<file path="src/rtl/fwd_pkg.sv">
// Package: shared encodings for the forwarding and interlock unit.
// Assumes a two-bit multiplexer select at each operand input.
package fwd_pkg;
    // Where an operand is taken from.
    typedef enum logic [1:0] {
        SRC_RF    = 2'd0,
        SRC_EXMEM = 2'd1,
        SRC_MEMWB = 2'd2
    } opnd_src_e;

    // Number of ALU operand inputs served by the bypass network.
    localparam int unsigned NUM_ALU_SRC = 2;
endpackage

</file>
<file path="src/rtl/reg_match.sv">
// Module: reg_match
// Flags that a pending write targets a given source register.
// Assumes register 0 is hardwired to zero and so never matches.
module reg_match #(
    parameter int unsigned AW = 5
) (
    input  logic          wr_en,
    input  logic [AW-1:0] dst,
    input  logic [AW-1:0] src,
    output logic          hit
);
    localparam logic [AW-1:0] ZERO_REG = '0;

    // Compare destination with source, excluding the zero register.
    always_comb begin
        hit = wr_en && (dst != ZERO_REG) && (dst == src);
    end
endmodule

</file>
<file path="src/rtl/ex_bypass_sel.sv">
// Module: ex_bypass_sel
// Picks the source of one ALU operand for the instruction in execute.
// Assumes a load in the memory stage never feeds execute directly,
// since the interlock keeps its consumer back one cycle.
module ex_bypass_sel
    import fwd_pkg::*;
#(
    parameter int unsigned AW = 5
) (
    input  logic          clk,
    input  logic          rst_n,
    input  logic [AW-1:0] src,
    input  logic [AW-1:0] mem_rd,
    input  logic          mem_wr_en,
    input  logic          mem_is_load,
    input  logic [AW-1:0] wb_rd,
    input  logic          wb_wr_en,
    output opnd_src_e     sel
);
    logic mem_hit;
    logic wb_hit;

    reg_match #(.AW(AW)) u_mem_cmp (
        .wr_en (mem_wr_en && !mem_is_load),
        .dst   (mem_rd),
        .src   (src),
        .hit   (mem_hit)
    );

    reg_match #(.AW(AW)) u_wb_cmp (
        .wr_en (wb_wr_en),
        .dst   (wb_rd),
        .src   (src),
        .hit   (wb_hit)
    );

    // Younger producer first, then the older one, else the register file.
    always_comb begin
        if (mem_hit) begin
            sel = SRC_EXMEM;
        end else if (wb_hit) begin
            sel = SRC_MEMWB;
        end else begin
            sel = SRC_RF;
        end
    end

    // A loaded value is not yet present in the execute/memory register.
    p_load_not_bypassed_r4: assert property (@(posedge clk) disable iff (!rst_n)
        (mem_wr_en && mem_is_load && (mem_rd == src)) |-> (sel != SRC_EXMEM));

    // The zero register always reads from the file.
    p_zero_reg_file_r6: assert property (@(posedge clk) disable iff (!rst_n)
        (src == '0) |-> (sel == SRC_RF));

    // A bypass code is only chosen when some producer names this source.
    p_bypass_has_producer_r2: assert property (@(posedge clk) disable iff (!rst_n)
        (sel == SRC_MEMWB) |-> (wb_wr_en && (wb_rd == src)));

    // The younger ALU producer wins over an older match.
    p_younger_wins_r3: assert property (@(posedge clk) disable iff (!rst_n)
        (mem_wr_en && !mem_is_load && (mem_rd == src) && (src != '0))
            |-> (sel == SRC_EXMEM));
endmodule

</file>
<file path="src/rtl/id_interlock.sv">
// Module: id_interlock
// Decides whether the decode instruction must wait, and where the
// branch zero-test takes its register from.
// Assumes the register file writes before it is read in a cycle, so a
// writeback producer never needs a bypass or a stall.
module id_interlock
    import fwd_pkg::*;
#(
    parameter int unsigned AW = 5
) (
    input  logic          clk,
    input  logic          rst_n,
    input  logic [AW-1:0] id_rs1,
    input  logic [AW-1:0] id_rs2,
    input  logic          id_use_rs1,
    input  logic          id_use_rs2,
    input  logic          id_is_branch,
    input  logic [AW-1:0] ex_rd,
    input  logic          ex_wr_en,
    input  logic          ex_is_load,
    input  logic [AW-1:0] mem_rd,
    input  logic          mem_wr_en,
    input  logic          mem_is_load,
    output logic          stall,
    output opnd_src_e     br_sel
);
    logic ex_hit_rs1;
    logic ex_hit_rs2;
    logic mem_hit_rs1;
    logic load_use;
    logic br_wait;

    reg_match #(.AW(AW)) u_ex_cmp1 (
        .wr_en (ex_wr_en),
        .dst   (ex_rd),
        .src   (id_rs1),
        .hit   (ex_hit_rs1)
    );

    reg_match #(.AW(AW)) u_ex_cmp2 (
        .wr_en (ex_wr_en),
        .dst   (ex_rd),
        .src   (id_rs2),
        .hit   (ex_hit_rs2)
    );

    reg_match #(.AW(AW)) u_mem_cmp1 (
        .wr_en (mem_wr_en),
        .dst   (mem_rd),
        .src   (id_rs1),
        .hit   (mem_hit_rs1)
    );

    // Load directly ahead of an operand or branch consumer.
    always_comb begin
        load_use = ex_is_load &&
                   ((ex_hit_rs1 && (id_use_rs1 || id_is_branch)) ||
                    (ex_hit_rs2 && id_use_rs2));
    end

    // Branch in decode whose register is not yet ready for the zero-test.
    always_comb begin
        br_wait = id_is_branch &&
                  (ex_hit_rs1 || (mem_hit_rs1 && mem_is_load));
    end

    // Combine both interlock causes.
    always_comb begin
        stall = load_use || br_wait;
    end

    // Branch operand from execute/memory when an ALU result is youngest there.
    always_comb begin
        if (id_is_branch && mem_hit_rs1 && !mem_is_load && !ex_hit_rs1) begin
            br_sel = SRC_EXMEM;
        end else begin
            br_sel = SRC_RF;
        end
    end

    // A stall always has a writer in execute, or a load in memory for a branch.
    p_stall_has_cause_r4: assert property (@(posedge clk) disable iff (!rst_n)
        stall |-> (ex_wr_en || (id_is_branch && mem_wr_en && mem_is_load)));

    // A branch bypass never delivers a load result.
    p_branch_bypass_alu_r7: assert property (@(posedge clk) disable iff (!rst_n)
        (br_sel == SRC_EXMEM) |-> (id_is_branch && !mem_is_load && mem_wr_en));

    // A branch on register 0 never waits.
    p_branch_zero_free_r6: assert property (@(posedge clk) disable iff (!rst_n)
        (id_is_branch && (id_rs1 == '0) && !id_use_rs2) |-> !stall);
endmodule

</file>
<file path="src/rtl/hazard_bypass_unit.sv">
// Module: hazard_bypass_unit
// Top of the forwarding and interlock unit for a five-stage in-order
// pipeline: ALU operand selects for execute, a branch operand select
// for decode, and one stall that freezes fetch and bubbles execute.
// Assumes inputs from empty stages are driven with write enables low.
module hazard_bypass_unit
    import fwd_pkg::*;
#(
    parameter int unsigned REG_AW = 5
) (
    input  logic              clk,
    input  logic              rst_n,
    input  logic [REG_AW-1:0] id_rs1,
    input  logic [REG_AW-1:0] id_rs2,
    input  logic              id_use_rs1,
    input  logic              id_use_rs2,
    input  logic              id_is_branch,
    input  logic [REG_AW-1:0] ex_rs1,
    input  logic [REG_AW-1:0] ex_rs2,
    input  logic [REG_AW-1:0] ex_rd,
    input  logic              ex_wr_en,
    input  logic              ex_is_load,
    input  logic [REG_AW-1:0] mem_rd,
    input  logic              mem_wr_en,
    input  logic              mem_is_load,
    input  logic [REG_AW-1:0] wb_rd,
    input  logic              wb_wr_en,
    output logic [1:0]        alu_a_sel,
    output logic [1:0]        alu_b_sel,
    output logic [1:0]        br_sel,
    output logic              pc_hold,
    output logic              ifid_hold,
    output logic              idex_bubble
);
    logic [REG_AW-1:0] ex_src [NUM_ALU_SRC];
    opnd_src_e         ex_sel [NUM_ALU_SRC];
    opnd_src_e         id_br_sel;
    logic              freeze;

    // Gather the execute-stage sources into an indexable array.
    always_comb begin
        ex_src[0] = ex_rs1;
        ex_src[1] = ex_rs2;
    end

    // One bypass selector per ALU operand input.
    for (genvar g = 0; g < NUM_ALU_SRC; g++) begin : g_alu_src
        ex_bypass_sel #(.AW(REG_AW)) u_sel (
            .clk         (clk),
            .rst_n       (rst_n),
            .src         (ex_src[g]),
            .mem_rd      (mem_rd),
            .mem_wr_en   (mem_wr_en),
            .mem_is_load (mem_is_load),
            .wb_rd       (wb_rd),
            .wb_wr_en    (wb_wr_en),
            .sel         (ex_sel[g])
        );
    end

    id_interlock #(.AW(REG_AW)) u_interlock (
        .clk          (clk),
        .rst_n        (rst_n),
        .id_rs1       (id_rs1),
        .id_rs2       (id_rs2),
        .id_use_rs1   (id_use_rs1),
        .id_use_rs2   (id_use_rs2),
        .id_is_branch (id_is_branch),
        .ex_rd        (ex_rd),
        .ex_wr_en     (ex_wr_en),
        .ex_is_load   (ex_is_load),
        .mem_rd       (mem_rd),
        .mem_wr_en    (mem_wr_en),
        .mem_is_load  (mem_is_load),
        .stall        (freeze),
        .br_sel       (id_br_sel)
    );

    // Drive the selects and the three freeze controls.
    always_comb begin
        alu_a_sel   = ex_sel[0];
        alu_b_sel   = ex_sel[1];
        br_sel      = id_br_sel;
        pc_hold     = freeze;
        ifid_hold   = freeze;
        idex_bubble = freeze;
    end

    // With no writer in execute or memory there is nothing to wait for.
    p_no_writer_no_stall_r10: assert property (@(posedge clk) disable iff (!rst_n)
        (!ex_wr_en && !mem_wr_en) |-> !pc_hold);

    // A decode instruction that reads nothing and is no branch never waits.
    p_unused_src_free_r11: assert property (@(posedge clk) disable iff (!rst_n)
        (!id_use_rs1 && !id_use_rs2 && !id_is_branch) |-> !idex_bubble);

    // Select codes stay within the three legal values.
    p_sel_legal_r1: assert property (@(posedge clk) disable iff (!rst_n)
        (alu_a_sel != 2'd3) && (alu_b_sel != 2'd3) && (br_sel[1] == 1'b0));
endmodule

</file>
<file path="config.mk">
export PLATFORM = sky130hd
export DESIGN_NAME = hazard_bypass_unit
export DESIGN_NICKNAME = d
export VERILOG_FILES = /design/src/rtl/fwd_pkg.sv /design/src/rtl/reg_match.sv /design/src/rtl/ex_bypass_sel.sv /design/src/rtl/id_interlock.sv /design/src/rtl/hazard_bypass_unit.sv
export SDC_FILE = /design/constraint.sdc
export NUM_CORES = 1
export LEC_CHECK = 0
export ABC_CLOCK_PERIOD_IN_PS = 8600
export BUFFER_PORTS_ARGS = -buffer_cell sky130_fd_sc_hd__buf_2
export CAP_MARGIN = 10
export CORE_MARGIN = 8
export CORE_UTILIZATION = 42
export DETAILED_ROUTE_END_ITERATION = 10
export PLACE_DENSITY = 0.9
export SETUP_SLACK_MARGIN = 0.1
export SYNTH_ARGS = -nofsm -noshare
export SYNTH_HDL_FRONTEND = slang
export SYNTH_SLANG_ARGS = --single-unit
</file>
<file path="constraint.sdc">
create_clock -name vclk -period 8.6
set_clock_uncertainty 0.15 [all_clocks]
set_input_delay 2.58 -clock vclk [all_inputs]
set_output_delay 2.58 -clock vclk [all_outputs]
set_load 0.005 [all_outputs]
</file>
==> results.cfg <==
[hold_path]
hold_start = ex_wr_en
min_path_type = primary input to primary output

[status]
status = finished clean

[yosys]
yosys.area_share.adder_pct = 0
yosys.area_share.simple_pct = 30.2
synth_common_cells = xor2_1 (23), xnor2_1 (12), buf_4 (5)
postSynthAreaPerCell_um2 = 7.83
synth_compound_area_share_pct = 8.32
yosys-mux-area-fraction_pct = 0
netlist_area_um2 = 572
yosysTopAreaCellShare_pct = 35.2
yosys_warnings = 0
ys_seq_area_share_pct = 0
synth.area.top_cells = xor2_1 (35%), xnor2_1 (18%), buf_4 (6.6%)
synth_top_family_by_area = XOR/XNOR gates
synth_area_leader_cell = xor2_1
synth.distinct_cells = 23
synthXorXnorAreaFrac_pct = 53.6
synth_nets = 118
synth_most_common_cell = xor2_1
syn_inst = 73

[critical_path]
critPathTopFamily = simple AND/OR/NAND/NOR gates
crit_type = primary input to primary output
crit_buf_inv = 2
startpoint = mem_rd[0]
worstPathCellList = buf_2 > or4_4 > o21ai_2 > nor4_1 > nor4_2 > buf_2
cp.required_ns = 5.87
cpMostUsedCell = buf_2
worstPathArrival_ns = 4.02
max_stage_delay_ns = 0.54
crit_path_start_kind = primary input
slowest_stage = or4_4
crit_path_end_kind = primary output
critical_path.max_fanout = 4

[sta]
hold_viol_final = 0
drv_slew = 0
fmax_mhz = 148
fin_crit_sh_pct = 78.5
fin_ws_ns = 1.85
fin_setup_tns_ns = 0
post-route-min-period_ns = 6.75
rsz0062_at_grt = false
holdWs_ns = 5.32
setup_viol = 0

[pwr]
total_switching_power_mw = 0.0174
combinationalPowerShare_pct = 100.0
power_density_nw_per_um2 = 43.9
power_frac_seq_pct = 0
total_power_mw = 0.0355
p_clk_share_pct = 0
ir_drop_mv = 0.0215
p_leak_nw = 0.385
internal-power_mw = 0.0181
swShare_pct = 49.0

[clock_tree]
cts_setup_buffers = 0
postCtsHoldBufs = 0
cts_resized = 0

[finish]
drive_gt1_share_pct = 46.2
nNetsFinal = 166
syn_to_final_growth_pct = 41.4
seq_cell_count = 0
clockBufferCount = 0
diodes = 0
seqCellArea_um2 = 0
final_util_pct = 62.9

[place]
globalplace.congestion = 0.845
portBuffers = 51
dpl_worst_slack_ns = 1.87
dp_hpwl_um = 1820

[route]
wl_per_cell_um = 14.4
via_per_inst = 5.37
initialDrtViolationCount = 4
drc = 0
first_pass_iters = 4
detail_route.wirelength_um = 1940
num_vias = 719
ant_nets = 0

[floorplanning]
pin_count = 54
die-area_um2 = 2800
initial_core_util_pct = 44.5
die_x_um = 52.9
core_um2 = 1280
rows = 13
die_h_um = 52.9

[global_route]
antenna_found_initial = 0
groute.usage.overall_pct = 13.2
overflow = 0
grt_pass1_vias = 817
grt_pass1_wl_um = 3030
grt_max_degree = 6

[run]
max_cap_viol_count = 0
[cell usage in the layout, fill, tap and decap left out]
cell	instances
a41oi_1	1
and2_1	1
buf_2	51
conb_1	1
inv_1	1
nand2_1	2
nand3_1	3
nand4_1	2
nand4bb_1	2
nor2_1	2
nor2b_1	1
nor3_1	2
nor3b_1	1
nor4_1	3
nor4_2	2
o211ai_1	2
o21ai_0	1
o21ai_2	1
o2bb2a_1	1
or4_1	3
or4_4	1
xnor2_1	12
xor2_1	23
[power by group through the flow]
| stage | sequential, mW | combinational [mW] | clock (mW) |
|---|---|---|---|
| global placement | 0 | 0.0338 | 0 |
| floorplan | 0 | 0.0176 | 0 |
| global route | 0 | 0.0392 | 0 |
| finish | 0 | 0.0355 | 0 |
| detailed placement | 0 | 0.0357 | 0 |
| CTS | 0 | 0.0358 | 0 |
[per-layer routing]
metal	global-route usage (%)	part of all wire [%]	vias to the layer above
met4	3.88	2.0	0
met5	0	0	-
li1	-	-	349
met2	23.2	44	52
met3	4.76	16	6
met1	14.2	38	312
[final timing paths]
kind              cells after the start      endpoint  slack (ns)
setup / recovery                      6  alu_b_sel[1]        1.85
hold / removal                        3     br_sel[0]        5.32
[kinds of logic (layout without fill, tap and decap cells)]
logic type             count (synthesis)  in the layout
XOR/XNOR                              35             35
buffers and inverters                  6             52
AO/OA/AOI/OAI                          6              6
AND/OR/NAND/NOR                       25             25
other                                  1              1
[worst min-delay path, delay by kind of cell]
| kind | cells | cell delay, ns |
|---|---|---|
| compound gates | 1 | 0.09 |
| buf+inv | 2 | 0.22 |
[final cells by class]
| type | count | area, µm² |
|---|---|---|
| repair buffers | 51 | 255 |
| multi-input cells | 67 | 531 |
| inverters | 1 | 3.75 |
| fillers | 116 | 477 |
| well taps | 15 | 18.8 |
[through the flow]
step	cell area, µm²	instances
5_1_grt	808	134
3_3_place_gp	808	134
2_1_floorplan	572	73
3_5_place_dp	808	134
6_report	808	134
4_1_cts	808	134
Power figures use the tool's default switching activity.
